===== config.mk =====
export PLATFORM = sky130hd
export DESIGN_NAME = prio_irq_ctrl
export DESIGN_NICKNAME = d
export VERILOG_FILES = /design/src/rtl/pic_pkg.sv /design/src/rtl/pic_first_set.sv /design/src/rtl/pic_req_latch.sv /design/src/rtl/pic_svc_track.sv /design/src/rtl/prio_irq_ctrl.sv
export SDC_FILE = /design/constraint.sdc
export NUM_CORES = 1
export LEC_CHECK = 0
export BUFFER_PORTS_ARGS = -buffer_cell sky130_fd_sc_hd__buf_4
export CAP_MARGIN = 0
export CORE_MARGIN = 5
export CORE_UTILIZATION = 50
export CTS_CLUSTER_SIZE = 14
export DETAILED_ROUTE_END_ITERATION = 16
export PLACE_DENSITY_LB_ADDON = 0.25
export RECOVER_POWER = 100
export SLEW_MARGIN = 20
export SYNTH_ARGS = -nofsm -noshare
export SYNTH_HDL_FRONTEND = slang
export SYNTH_HIERARCHICAL = 1
export SYNTH_SLANG_ARGS = --single-unit

===== constraint.sdc =====
create_clock -name clk -period 2.8 [get_ports clk]
set_clock_uncertainty 0.2 [all_clocks]
set_input_delay 0.28 -clock clk [delete_from_list [all_inputs] [get_ports clk]]
set_output_delay 0.28 -clock clk [all_outputs]
set_load 0.02 [all_outputs]

===== src/rtl/pic_pkg.sv =====
`timescale 1ns/1ps
package pic_pkg;
  localparam logic [7:0] CMD_SEL_REQ = 8'h0A;
  localparam logic [7:0] CMD_SEL_SVC = 8'h0B;
  localparam logic [7:0] CMD_POLL    = 8'h0C;
  localparam logic [7:0] CMD_EOI     = 8'h20;

  typedef enum logic {RSEL_REQ = 1'b0, RSEL_SVC = 1'b1} rsel_e;
endpackage


===== src/rtl/pic_first_set.sv =====
`timescale 1ns/1ps
// Isolates the lowest-numbered set bit (the most urgent level).
module pic_first_set #(
  parameter int N = 8
) (
  input  logic [N-1:0] vec,
  output logic         any,
  output logic [N-1:0] oh
);
  assign oh  = vec & (~vec + {{(N-1){1'b0}}, 1'b1});
  assign any = |vec;
endmodule


===== src/rtl/pic_req_latch.sv =====
`timescale 1ns/1ps
// Edge-triggered, sticky request register.
module pic_req_latch #(
  parameter int N = 8
) (
  input  logic         clk,
  input  logic         rst_n,
  input  logic [N-1:0] irq_in,
  input  logic [N-1:0] clr_oh,
  output logic [N-1:0] irr
);
  logic [N-1:0] prev_q;

  always_ff @(posedge clk) begin
    if (!rst_n) prev_q <= '0;
    else        prev_q <= irq_in;
  end

  for (genvar k = 0; k < N; k++) begin : g_bit
    always_ff @(posedge clk) begin
      if (!rst_n)                       irr[k] <= 1'b0;
      else if (irq_in[k] && !prev_q[k]) irr[k] <= 1'b1;
      else if (clr_oh[k])               irr[k] <= 1'b0;
    end


    r1_edge_set_chk: assert property (@(posedge clk) disable iff (!rst_n)
      (irq_in[k] && !prev_q[k]) |=> irr[k]);
  end


  r4_single_clear_chk: assert property (@(posedge clk) disable iff (!rst_n)
    $onehot0(clr_oh));
endmodule


===== src/rtl/pic_svc_track.sv =====
`timescale 1ns/1ps
// In-service register with retirement of the most urgent level.
module pic_svc_track #(
  parameter int N = 8
) (
  input  logic         clk,
  input  logic         rst_n,
  input  logic [N-1:0] set_oh,
  input  logic         eoi,
  output logic [N-1:0] isr,
  output logic [N-1:0] isr_oh,
  output logic         isr_any
);
  pic_first_set #(.N(N)) u_top (.vec(isr), .any(isr_any), .oh(isr_oh));

  always_ff @(posedge clk) begin
    if (!rst_n) isr <= '0;
    else        isr <= (isr & ~(eoi ? isr_oh : '0)) | set_oh;
  end


  r4_svc_grow_chk: assert property (@(posedge clk) disable iff (!rst_n)
    (|set_oh && !eoi) |=> $countones(isr) == $countones($past(isr)) + 1);


  r9_eoi_drop_chk: assert property (@(posedge clk) disable iff (!rst_n)
    (eoi && isr_any && !(|set_oh)) |=> $countones(isr) + 1 == $countones($past(isr)));
endmodule


===== src/rtl/prio_irq_ctrl.sv =====
`timescale 1ns/1ps
module prio_irq_ctrl
  import pic_pkg::*;
#(
  parameter int N  = 8,
  parameter int DW = 8,
  localparam int LVL_W  = $clog2(N),
  localparam int BASE_W = DW - LVL_W
) (
  input  logic              clk,
  input  logic              rst_n,
  input  logic [N-1:0]      irq_in,
  output logic              int_out,
  input  logic              inta,
  input  logic [BASE_W-1:0] vec_base,
  output logic [DW-1:0]     vec_out,
  output logic              vec_valid,
  input  logic              cmd_we,
  input  logic              cmd_re,
  input  logic              data_we,
  input  logic              data_re,
  input  logic [DW-1:0]     wdata,
  output logic [DW-1:0]     rd_data,
  output logic              rd_valid
);
  logic [N-1:0]     irr, isr, isr_oh, mask_q;
  logic             isr_any;
  logic [N-1:0]     below, elig, win_oh, take_oh;
  logic             win_any;
  logic [LVL_W-1:0] win_idx, lvl_q;
  logic             phase_q, spur_q, poll_q;
  rsel_e            rsel_q;
  logic             eoi, poll_rd, ack_take;
  logic [DW-1:0]    poll_byte;

  assign eoi      = cmd_we && (wdata == CMD_EOI);
  assign poll_rd  = cmd_re && poll_q;
  assign ack_take = (inta && !phase_q) || poll_rd;
  assign take_oh  = ack_take ? win_oh : '0;

  pic_req_latch #(.N(N)) u_req (
    .clk(clk), .rst_n(rst_n), .irq_in(irq_in), .clr_oh(take_oh), .irr(irr)
  );

  pic_svc_track #(.N(N)) u_svc (
    .clk(clk), .rst_n(rst_n), .set_oh(take_oh), .eoi(eoi),
    .isr(isr), .isr_oh(isr_oh), .isr_any(isr_any)
  );

  // Only levels more urgent than the top in-service level may compete.
  assign below = isr_any ? (isr_oh - {{(N-1){1'b0}}, 1'b1}) : '1;
  assign elig  = irr & ~mask_q & below;

  pic_first_set #(.N(N)) u_win (.vec(elig), .any(win_any), .oh(win_oh));

  always_comb begin
    win_idx = '0;
    for (int i = 0; i < N; i++)
      if (win_oh[i]) win_idx = LVL_W'(i);
  end

  assign int_out = win_any;

  always_comb begin
    poll_byte = '0;
    poll_byte[DW-1] = win_any;
    poll_byte[LVL_W-1:0] = win_any ? win_idx : '1;
  end

  // Acknowledge sequencer: first pulse resolves, second emits the vector.
  always_ff @(posedge clk) begin
    if (!rst_n) begin
      phase_q   <= 1'b0;
      spur_q    <= 1'b0;
      lvl_q     <= '0;
      vec_out   <= '0;
      vec_valid <= 1'b0;
    end else begin
      vec_valid <= 1'b0;
      if (inta && !phase_q) begin
        phase_q <= 1'b1;
        spur_q  <= !win_any;
        lvl_q   <= win_any ? win_idx : '1;
      end else if (inta && phase_q) begin
        phase_q   <= 1'b0;
        vec_out   <= {vec_base, lvl_q};
        vec_valid <= 1'b1;
      end
    end
  end

  // Command decode and register access.
  always_ff @(posedge clk) begin
    if (!rst_n) begin
      mask_q   <= '0;
      rsel_q   <= RSEL_REQ;
      poll_q   <= 1'b0;
      rd_data  <= '0;
      rd_valid <= 1'b0;
    end else begin
      if (data_we) mask_q <= wdata[N-1:0];
      if (poll_rd) poll_q <= 1'b0;
      if (cmd_we) begin
        case (wdata)
          CMD_SEL_REQ: rsel_q <= RSEL_REQ;
          CMD_SEL_SVC: rsel_q <= RSEL_SVC;
          CMD_POLL:    poll_q <= 1'b1;
          default:     ;
        endcase
      end
      rd_valid <= cmd_re || data_re;
      if (cmd_re) begin
        if (poll_q)                  rd_data <= poll_byte;
        else if (rsel_q == RSEL_SVC) rd_data <= DW'(isr);
        else                         rd_data <= DW'(irr);
      end else if (data_re) begin
        rd_data <= DW'(mask_q);
      end
    end
  end


  r2_block_order_chk: assert property (@(posedge clk) disable iff (!rst_n)
    int_out |-> (!isr_any || (win_oh < isr_oh)));


  r5_vec_once_chk: assert property (@(posedge clk) disable iff (!rst_n)
    vec_valid |=> !vec_valid);


  r6_spur_still_chk: assert property (@(posedge clk) disable iff (!rst_n)
    (inta && !phase_q && !win_any && !eoi && !poll_rd) |=> $stable(isr));


  r6_spur_code_chk: assert property (@(posedge clk) disable iff (!rst_n)
    (inta && phase_q && spur_q) |=> (vec_out[LVL_W-1:0] == '1));


  r12_rd_flag_chk: assert property (@(posedge clk) disable iff (!rst_n)
    (cmd_re || data_re) |=> rd_valid);
endmodule


======== Word level (Yosys, flattened, before mapping) ========
Cells that the tools add are included.
W data, S select, Z words.
word-level totals
  logic and storage cells ................. 115
  register bits after elaboration ......... 56
  input bits .............................. 28
  bits in latches ......................... 0
  bits in read-only memories .............. 0
  RAM bits ................................ 0
  memories kept ........................... 0
cells by class
  div/mod/pow operators ................... 0
  $mul .................................... 0
  equal/unequal tests ..................... 4
  bitwise gates (word level) .............. 12
  magnitude comparators ................... 0
  shift operators ......................... 0
  mux-type cells .......................... 38
  add/subtract/negate cells ............... 3
  reduce and logical (&&, ||, !) cells .... 39
operator list
  cell                   number
  $mux W8                7
  $and A8 B8 Y8          5
  $not A8 Y8             4
  $eq A8 B4 Y1 const B   3
  $mux W1                23
  $reduce_bool A2 Y1     11
  $mux W3                6
  $add A8 B1 Y8 const B  2
  $reduce_or A8 Y1       2
  $logic_and A1 B1 Y1    12
  $logic_not A1 Y1       9
  $eq A8 B6 Y1 const B   1
  $or A8 B8 Y8           1
  $sub A8 B1 Y8 const B  1
  $reduce_and A2 Y1      2
  $logic_or A1 B1 Y1     2
  $mux W2                1
  $not A1 Y1             2
  $pmux W1 S2            1
  $reduce_or A2 Y1       1

======== Longest topological paths before layout ========
Gate-level depths: netlist (run 1).
  word-level depth ........................ 19
  mapped depth ............................ 13

======== By module ========
Netlist (run 1), hierarchy kept.
modules (own cells, without submodules)
  module         area each (um2)  cells an instance  instances  seq. area each (um2)
  prio_irq_ctrl  1776.7           202                1          640.6
  pic_req_latch  559.3            49                 1          320.3
  pic_svc_track  285.3            33                 1          160.2
  pic_first_set  96.3             12                 2          0.0

======== Least setup slack after synthesis (run 1) ========
Ideal clock, no wire load.
  kind .................................... reg-to-reg
  start ................................... reg u_svc.isr[1]
  end ..................................... reg rd_data[2]
  required time ........................... 2.484 ns
  stages on the path, launching flop included .. 11
  setup slack ............................. -0.124 ns
  period minus slack after synthesis ...... 2.924 ns
  path buffers ............................ 1
  arrival ................................. 2.609 ns
  cells stage by stage .................... dfxtp_1 > nor4_4 > nand3_1 > clkbuf_1 > a211oi_1 > nor4_4 > nand3_1 > nor3b_1 > nor3b_4 > a21oi_1 > a31o_1
RTL lines
  item                      line                  source
  start: declaration        pic_svc_track.sv:10   output logic [N-1:0] isr,
  start signal: assignment  pic_svc_track.sv:18   else isr <= (isr & ~(eoi ? isr_oh : '0)) | set_oh;
  $reduce_or A8 Y1          pic_first_set.sv:11   assign any = |vec;
  via isr_any               prio_irq_ctrl.sv:27   logic isr_any;
  $mux W8                   prio_irq_ctrl.sv:51   assign below = isr_any ? (isr_oh - {{(N-1){1'b0}}, 1'b1}) : '1;
  $and A8 B8 Y8             prio_irq_ctrl.sv:52   assign elig = irr & ~mask_q & below;
  via elig[0]               prio_irq_ctrl.sv:28   logic [N-1:0] below, elig, win_oh, take_oh;
  $reduce_or A8 Y1          pic_first_set.sv:11
  via int_out               prio_irq_ctrl.sv:13   output logic int_out,
  $mux W3                   prio_irq_ctrl.sv:67   poll_byte[LVL_W-1:0] = win_any ? win_idx : '1;
  $mux W8                   prio_irq_ctrl.sv:113  if (poll_q) rd_data <= poll_byte;
  $mux W8                   prio_irq_ctrl.sv:112  if (cmd_re) begin
  end signal: assignment    prio_irq_ctrl.sv:113
  end signal: assignment    prio_irq_ctrl.sv:114  else if (rsel_q == RSEL_SVC) rd_data <= DW'(isr);
  end signal: assignment    prio_irq_ctrl.sv:115  else rd_data <= DW'(irr);
  end: declaration          prio_irq_ctrl.sv:23   output logic [DW-1:0] rd_data,
The timed path passes the listed nets, and every way through them passes these cells.
A chain may end at the register's enable or synchronous reset.

======== Worst setup path after layout (run 1) ========
  start ................................... reg u_svc.isr[2]
  end ..................................... out int_out
between the ends
  word-level cells in the longest chain between the ends .. 7
ends and longest elaborated chain
  item                line                 source
  $not A8 Y8          pic_first_set.sv:10  assign oh = vec & (~vec + {{(N-1){1'b0}}, 1'b1});
  $add A8 B1 Y8       pic_first_set.sv:10
  $and A8 B8 Y8 *     pic_first_set.sv:10
  via isr_oh[2]       prio_irq_ctrl.sv:26  logic [N-1:0] irr, isr, isr_oh, mask_q;
  $sub A8 B1 Y8 *     prio_irq_ctrl.sv:51
  $mux W8 *           prio_irq_ctrl.sv:51
  $and A8 B8 Y8 *     prio_irq_ctrl.sv:52
  via elig[3]         prio_irq_ctrl.sv:28
  $reduce_or A8 Y1 *  pic_first_set.sv:11
  end: declaration    prio_irq_ctrl.sv:13
The timed path passes the listed nets; every way through them passes the cells marked *.

==> impl_metrics.env, run 1 <==
export IMPL_synthesis_area_um2=2814
export IMPL_cp_required_ns=2.32
export IMPL_seq_area_um2=1134
export IMPL_violations="max-capacitance violations, max-slew violations"
export IMPL_fin_crit_sh=0.9973
export IMPL_drv_slew=59
export IMPL_hpwl_mm=5.042
export IMPL_first_global_vias=2428
export IMPL_drtAntennaViolNets=0
export IMPL_cpMaxStageDelayCell="dfxtp_4"
export IMPL_irDropWorstVdd_uv=302.3
export IMPL_cts_buffers=5
export IMPL_synthTopCellsByArea="dfxtp_1 40%, mux2i_1 6.0%, nand2b_1 5.6%"
export IMPL_clock_sinks=56
export IMPL_drtIter0Drc=130
export IMPL_critical_path_arrival_ns=2.31
export IMPL_min_path_type="in -> reg"
export IMPL_vias_per_cell=5.365
export IMPL_ys_warn_count=6
export IMPL_rsz0062_at_grt="yes"
export IMPL_synth_area_leader_cell="dfxtp_1"
export IMPL_syn_inst=308
export IMPL_relSlewSlack=-0.3812
export IMPL_rows=27
export IMPL_path_max_fanout=5
export IMPL_synthFlopType="dfxtp_1"
export IMPL_powerDensity_nw_per_um2=489.4
export IMPL_fin_nets=411
export IMPL_cts_tree="yes"
export IMPL_instances_no_fill=455
export IMPL_criticalPathCategory="reg -> out"
export IMPL_ys_seq_area_frac=0.3984
export IMPL_via_count=2441
export IMPL_firstDrtPassIters=4
export IMPL_antenna_cells=0
export IMPL_design_area_um2=3636
export IMPL_clk_pin_slew_ns=0.10
export IMPL_tightest_slew_ns=2.072
export IMPL_area_growth_synth_to_final_pct=29.21
export IMPL_grt_pass1_wl_mm=11.52
export IMPL_placed_area_um2=3351
export IMPL_layout_min_cycle_time_ns=2.792
export IMPL_synthesis_nets=337
export IMPL_synth_async_reset_ratio=0
export IMPL_clk_latency_ns=0.31
export IMPL_drive_above_1_share=0.2794
export IMPL_dp_cells=433
export IMPL_gp_congestion=0.8835
export IMPL_port_buffers=46
export IMPL_die_h_um=85.02
export IMPL_core_area_um2=5473
export IMPL_multi_input_area_um2=1673
export IMPL_status="finished with violations"
export IMPL_ios=47
export IMPL_cts_root_buf="clkbuf_8"
export IMPL_antenna_found_initial=0
export IMPL_die_area_um2=7228
export IMPL_die_w_um=85.02
export IMPL_cp_common_cell="buf_6"
export IMPL_fmax_ghz=0.3581
export IMPL_hold_viol_final=0
export IMPL_setup_viol=0
export IMPL_final_util=0.6644
export IMPL_synth_edf_count=0
export IMPL_yosys_cell_types_count=52
export IMPL_fillers=479
export IMPL_drt_total_wl_mm=7.197
export IMPL_leakagePower_nw=1.493
export IMPL_synth_top_cell_area_share=0.3984
export IMPL_wire_per_inst_um=15.82
export IMPL_drv_cap=1
export IMPL_grt_overflow=0
export IMPL_endpoint_kind="primary output"
export IMPL_initial_utilization=0.5142
export IMPL_grt_max_degree=59
export IMPL_drcViolationCount=0
export IMPL_clock_path_buffers=2
export IMPL_startpoint_type="register"
export IMPL_ys_seq_elements=56
export IMPL_syn_avg_cell_area_um2=9.136
export IMPL_grtUsageTotal=0.1950
export IMPL_max_stage_delay_ns=0.38
export IMPL_crit_chain="nor3b_4 -> buf_4 -> nor3_4 -> xnor2_2 -> a21oi_2 -> nor4_4 -> nand3_1 -> buf_6 -> buf_6"
export IMPL_htreeDepth=2
export IMPL_hold_ws_ns=0.03030
## synthesized netlist by cell type, types with 2 or more instances
master / count
xor2_1: 2
and4b_1: 2
o21ai_1: 2
and2_2: 8
o21ai_0: 10
a21boi_2: 2
nand2_1: 15
mux2i_1: 17
nor2b_1: 20
mux2_2: 2
a21boi_1: 8
inv_1: 14
dfxtp_1: 56
xnor2_1: 3
and3_2: 2
nor4b_1: 2
nor2_1: 13
o22ai_1: 5
o311a_1: 4
nor3b_1: 4
o31ai_1: 2
nor4_4: 2
buf_4: 2
nand3_1: 11
a31oi_1: 9
buf_6: 3
nand2b_1: 25
o21a_1: 3
a211oi_1: 3
clkbuf_1: 6
a21oi_1: 9
nor3_1: 2
and3b_1: 3
and2_1: 10
buf_2: 5
a21boi_0: 6
## placed cells by master (no fill, tap or decap), types with 2 or more instances in the layout
cell,count
buf_4,54
dfxtp_1,52
nand2b_1,24
nor2b_1,20
clkbuf_1,19
mux2i_1,17
nand2_1,15
inv_1,14
a21boi_0,14
nor2_1,12
nand3_1,11
o21ai_0,10
and2_1,9
a31oi_1,9
dlygate4sd3_1,8
and2_2,8
clkbuf_8,6
a21oi_1,5
o22ai_1,5
o311a_1,4
a21oi_2,3
o21a_1,3
buf_6,3
dfxtp_4,3
xnor2_1,2
xor2_1,2
a211oi_4,2
nor3_1,2
and3b_1,2
nor3b_2,2
o21ai_1,2
mux2_2,2
nor3b_4,2
a21boi_2,2
nor4_4,2
and3_2,2
and4b_1,2
## power breakdown
group | leakage, nW | switching [mW] | total, mW | internal [mW]
clock network | 0.0516 | 0.262 | 0.465 | 0.203
logic | 0.978 | 0.220 | 0.437 | 0.217
registers | 0.464 | 0.0370 | 0.878 | 0.841
## path summary, 6_finish.rpt
kind	startpoint	endpoint	slack, ns	cells past startpoint
worst min-delay path	wdata[0]	rsel_q$_SDFFE_PN0P_	0.03	3
worst max-delay path	u_svc/isr[2]$_SDFF_PN0_	int_out	0.008	9
worst max register to register	u_svc/isr[1]$_SDFF_PN0_	rd_data[2]$_SDFFE_PN0P_	0.02	14
worst min register to register	vec_out[7]$_SDFFE_PN0P_	vec_out[7]$_SDFFE_PN0P_	0.27	2
## flip-flops by register name (all words and copies together), names as in the netlist
name	count
phase_q	1
rd_data	8
rd_valid	1
u_svc/isr	8
rsel_q	1
vec_out	8
mask_q	8
u_req/prev_q	8
lvl_q	3
vec_valid	1
u_req/irr	8
poll_q	1
## metal layers
metal | global-route usage | vias up | wire length, µm
li1 | - | 1214 | -
met1 | 0.2454 | 1163 | 3210
met2 | 0.3298 | 56 | 3570
met3 | 0.03981 | 8 | 322
met4 | 0.06906 | 0 | 94
met5 | 0 | - | 0
## critical path: cells and delay by family, from the launching register on
family	cells	cell delay (ns)
and+or+nand+nor	4	0.95
DFF	1	0.38
buffers and inverters	3	0.42
AOI/OAI and AO/OA	1	0.10
xor gates and xnor gates	1	0.16
## kinds of logic (layout without fill, tap and decap cells)
group	Yosys count	count (layout)	share of synthesized area
adders and majority gates	1	1	0.004446
AOI/OAI and AO/OA	69	69	0.1694
and+or+nand+nor	126	126	0.2837
muxes	20	20	0.07381
xor gates and xnor gates	5	5	0.01557
buffers and inverters	31	106	0.05468
DFF	56	56	0.3984
## cell type report
class	instances	share of cell area
Clock buffer	6	0.02271
Timing Repair Buffer	84	0.1624
Tap cell	72	0.02478
Multi-Input combinational cell	221	0.4601
Inverter	14	0.01445
Sequential cell	56	0.3118
Clock inverter	2	0.003785
## stage by stage
step                      power (mW)  worst slack [ns]  setup TNS, ns
after floorplan                1.124          0.009131              0
after global placement         1.266           0.01977              0
after detailed placement       1.277          -0.06302       -0.09928
after CTS                      1.763          0.003744              0
after global routing           1.886           -0.1288        -0.6382
final                          1.779          0.007674              0
## repair_timing
item | in CTS | in global routing
pin swaps | 2 | 12
gates cloned | 0 | 0
endpoints found under the setup margin | 7 | 8
hold endpoints to repair | 8 | 0
buffers inserted | 0 | 7
resized for setup | 9 | 21
hold buffers | 8 | 0
No activity file was read; power rests on OpenSTA's default activity.
==> run 2, diff against run 1 <==
BUFFER_PORTS_ARGS = unset   (was -buffer_cell sky130_fd_sc_hd__buf_4)
CORE_UTILIZATION = 57   (was 50)
DONT_BUFFER_PORTS = 1   (was unset)
==> run 2 against run 1 <==
The run ends with negative setup slack left. Via count shrank 0.98%. Sequential power grew 2%. Core utilization increased by 8.2 points. Design area down 2.4%. Wire length down 0.56%. Register-to-register slack lost 0.05 ns.
==> impl_metrics.env, run 2 (synthesis gave the netlist of run 1 again) <==
export IMPL_status="finished with violations"
export IMPL_violations="negative setup slack"
export IMPL_reg2reg_from="u_svc/isr[2]$_SDFF_PN0_"
export IMPL_dp_cells=377
export IMPL_die_h_um=80.26
export IMPL_criticalPathCategory="reg -> reg"
export IMPL_hold_viol_final=0
export IMPL_gp_congestion=0.9024
export IMPL_tightest_slew_ns=0.6048
export IMPL_cpMaxStageDelayCell="dfxtp_2"
export IMPL_relSlewSlack=0.5962
export IMPL_drv_cap=0
export IMPL_setup_viol=2
export IMPL_powerDensity_nw_per_um2=487.8
export IMPL_final_util=0.7466
export IMPL_cp_num_buf_inv=2
export IMPL_clk_latency_ns=0.31
export IMPL_fin_crit_sh=1.010
export IMPL_drtIter0Drc=151
export IMPL_rrSetupSlack_ns=-0.03
export IMPL_clock_sinks=56
export IMPL_vias_per_cell=5.674
export IMPL_path_max_fanout=4
export IMPL_firstDrtPassIters=4
export IMPL_cts_buffers=5
export IMPL_core_area_um2=4755
export IMPL_wire_per_inst_um=16.80
export IMPL_grt_pass1_wl_mm=10.86
export IMPL_cp_required_ns=2.81
export IMPL_cts_root_buf="clkbuf_8"
export IMPL_clk_pin_slew_ns=0.10
export IMPL_drv_slew=0
export IMPL_clock_path_buffers=2
export IMPL_fin_tns_setup_ns=-0.02903
export IMPL_cts_tree="yes"
export IMPL_final_common_cell="dfxtp_1"
export IMPL_grt_overflow=0
export IMPL_hp_start="data_re"
export IMPL_irDropWorstVdd_uv=348.6
export IMPL_drtAntennaViolNets=0
export IMPL_holdPathStages=2
export IMPL_min_to="rd_data[0]$_SDFFE_PN0P_"
export IMPL_antenna_found_initial=0
export IMPL_grt_max_degree=57
export IMPL_grtUsageTotal=0.2185
export IMPL_htreeDepth=2
export IMPL_layout_common_cells="53 x dfxtp_1, 30 x dlygate4sd3_1, 24 x nand2b_1, 24 x buf_4, 19 x nor2b_1"
export IMPL_layout_min_cycle_time_ns=2.827
export IMPL_drt_total_wl_mm=7.157
export IMPL_hpwl_mm=4.474
export IMPL_first_global_vias=2300
export IMPL_critical_path_arrival_ns=2.84
export IMPL_fmax_ghz=0.3537
export IMPL_rows=25
export IMPL_place_ws_ns=-0.09719
export IMPL_crit_chain="buf_6 -> nor4_4 -> buf_4 -> and3b_2 -> nor2_2 -> nand3_1 -> xor2_1 -> a21oi_2 -> and4b_1 -> nor3b_2 -> nor3b_4 -> a21oi_1 -> a31o_1"
export IMPL_antenna_cells=0
export IMPL_area_growth_synth_to_final_pct=26.14
export IMPL_instances_no_fill=426
export IMPL_ios=47
export IMPL_fin_nets=387
export IMPL_leakagePower_nw=1.411
export IMPL_rsz0062_at_grt="yes"
export IMPL_fin_ws_ns=-0.02736
export IMPL_r2r_end="rd_data[2]$_SDFFE_PN0P_"
export IMPL_endpoint_kind="register"
export IMPL_r2r_cells=13
export IMPL_drive_above_1_share=0.2117
export IMPL_die_area_um2=6442
export IMPL_max_stage_delay_ns=0.34
export IMPL_hold_ws_ns=0.01492
export IMPL_min_path_type="in -> reg"
export IMPL_die_w_um=80.26
export IMPL_port_buffers=0
export IMPL_cp_top_family="simple AND/OR/NAND/NOR gates"
export IMPL_drcViolationCount=0
export IMPL_via_count=2417
export IMPL_startpoint_type="register"
export IMPL_initial_utilization=0.5918
-- run 2: metal layers --
metal  global-route usage  part of all wire
met2               0.3700              0.50
met5                    0                 0
met3              0.04709             0.058
met4               0.1064             0.036
met1               0.2607              0.41
-- run 2: cell type report --
type                       count  area, µm²
fill                         351       1205
tap                           67      83.83
clock inverter                 2      16.27
inverter                      14      52.55
clock buffer                   6      72.57
timing repair buffer          60      541.8
sequential                    56       1127
multi-input combinational    221       1655
-- run 2: per-stage QoR --
step	power (mW)	cell area, µm²
6_report	1.732	3550
5_1_grt	1.813	3550
3_5_place_dp	1.186	2962
2_1_floorplan	1.124	2836
4_1_cts	1.679	3393
3_3_place_gp	1.179	2962
-- run 2: worst max path at each step --
stage	to	cells after the start	from
final	rd_data[2]$_SDFFE_PN0P_	13	u_svc/isr[2]$_SDFF_PN0_
after global routing	rd_data[2]$_SDFFE_PN0P_	13	u_svc/isr[2]$_SDFF_PN0_
after CTS	rd_data[2]$_SDFFE_PN0P_	13	u_svc/isr[1]$_SDFF_PN0_
after detailed placement	rd_data[2]$_SDFFE_PN0P_	11	u_svc/isr[1]$_SDFF_PN0_
after global placement	rd_data[2]$_SDFFE_PN0P_	11	u_svc/isr[1]$_SDFF_PN0_
after floorplan	rd_data[2]$_SDFFE_PN0P_	11	u_svc/isr[1]$_SDFF_PN0_
-- run 2: worst register-to-register path: cells and delay by family (launching register included) --
family,cells,cell delay (ns)
XOR/XNOR,1,0.19
AND/OR/NAND/NOR,7,1.35
flip-flops,1,0.34
AO/OA/AOI/OAI,3,0.38
buffers and inverters,2,0.28
-- run 2: what timing repair did --
item	4_1_cts	5_1_grt
pin swaps	1	15
gates cloned	0	0
hold endpoints to repair	56	0
hold buffers	31	0
resized for setup	4	21
setup endpoints to repair	5	7
buffers inserted	0	10
-- run 2: power breakdown --
group	total, mW	internal, mW	leakage (nW)	switching, mW
combinational	0.401	0.209	0.907	0.192
sequential	0.894	0.842	0.463	0.0524
clock	0.437	0.178	0.0414	0.258
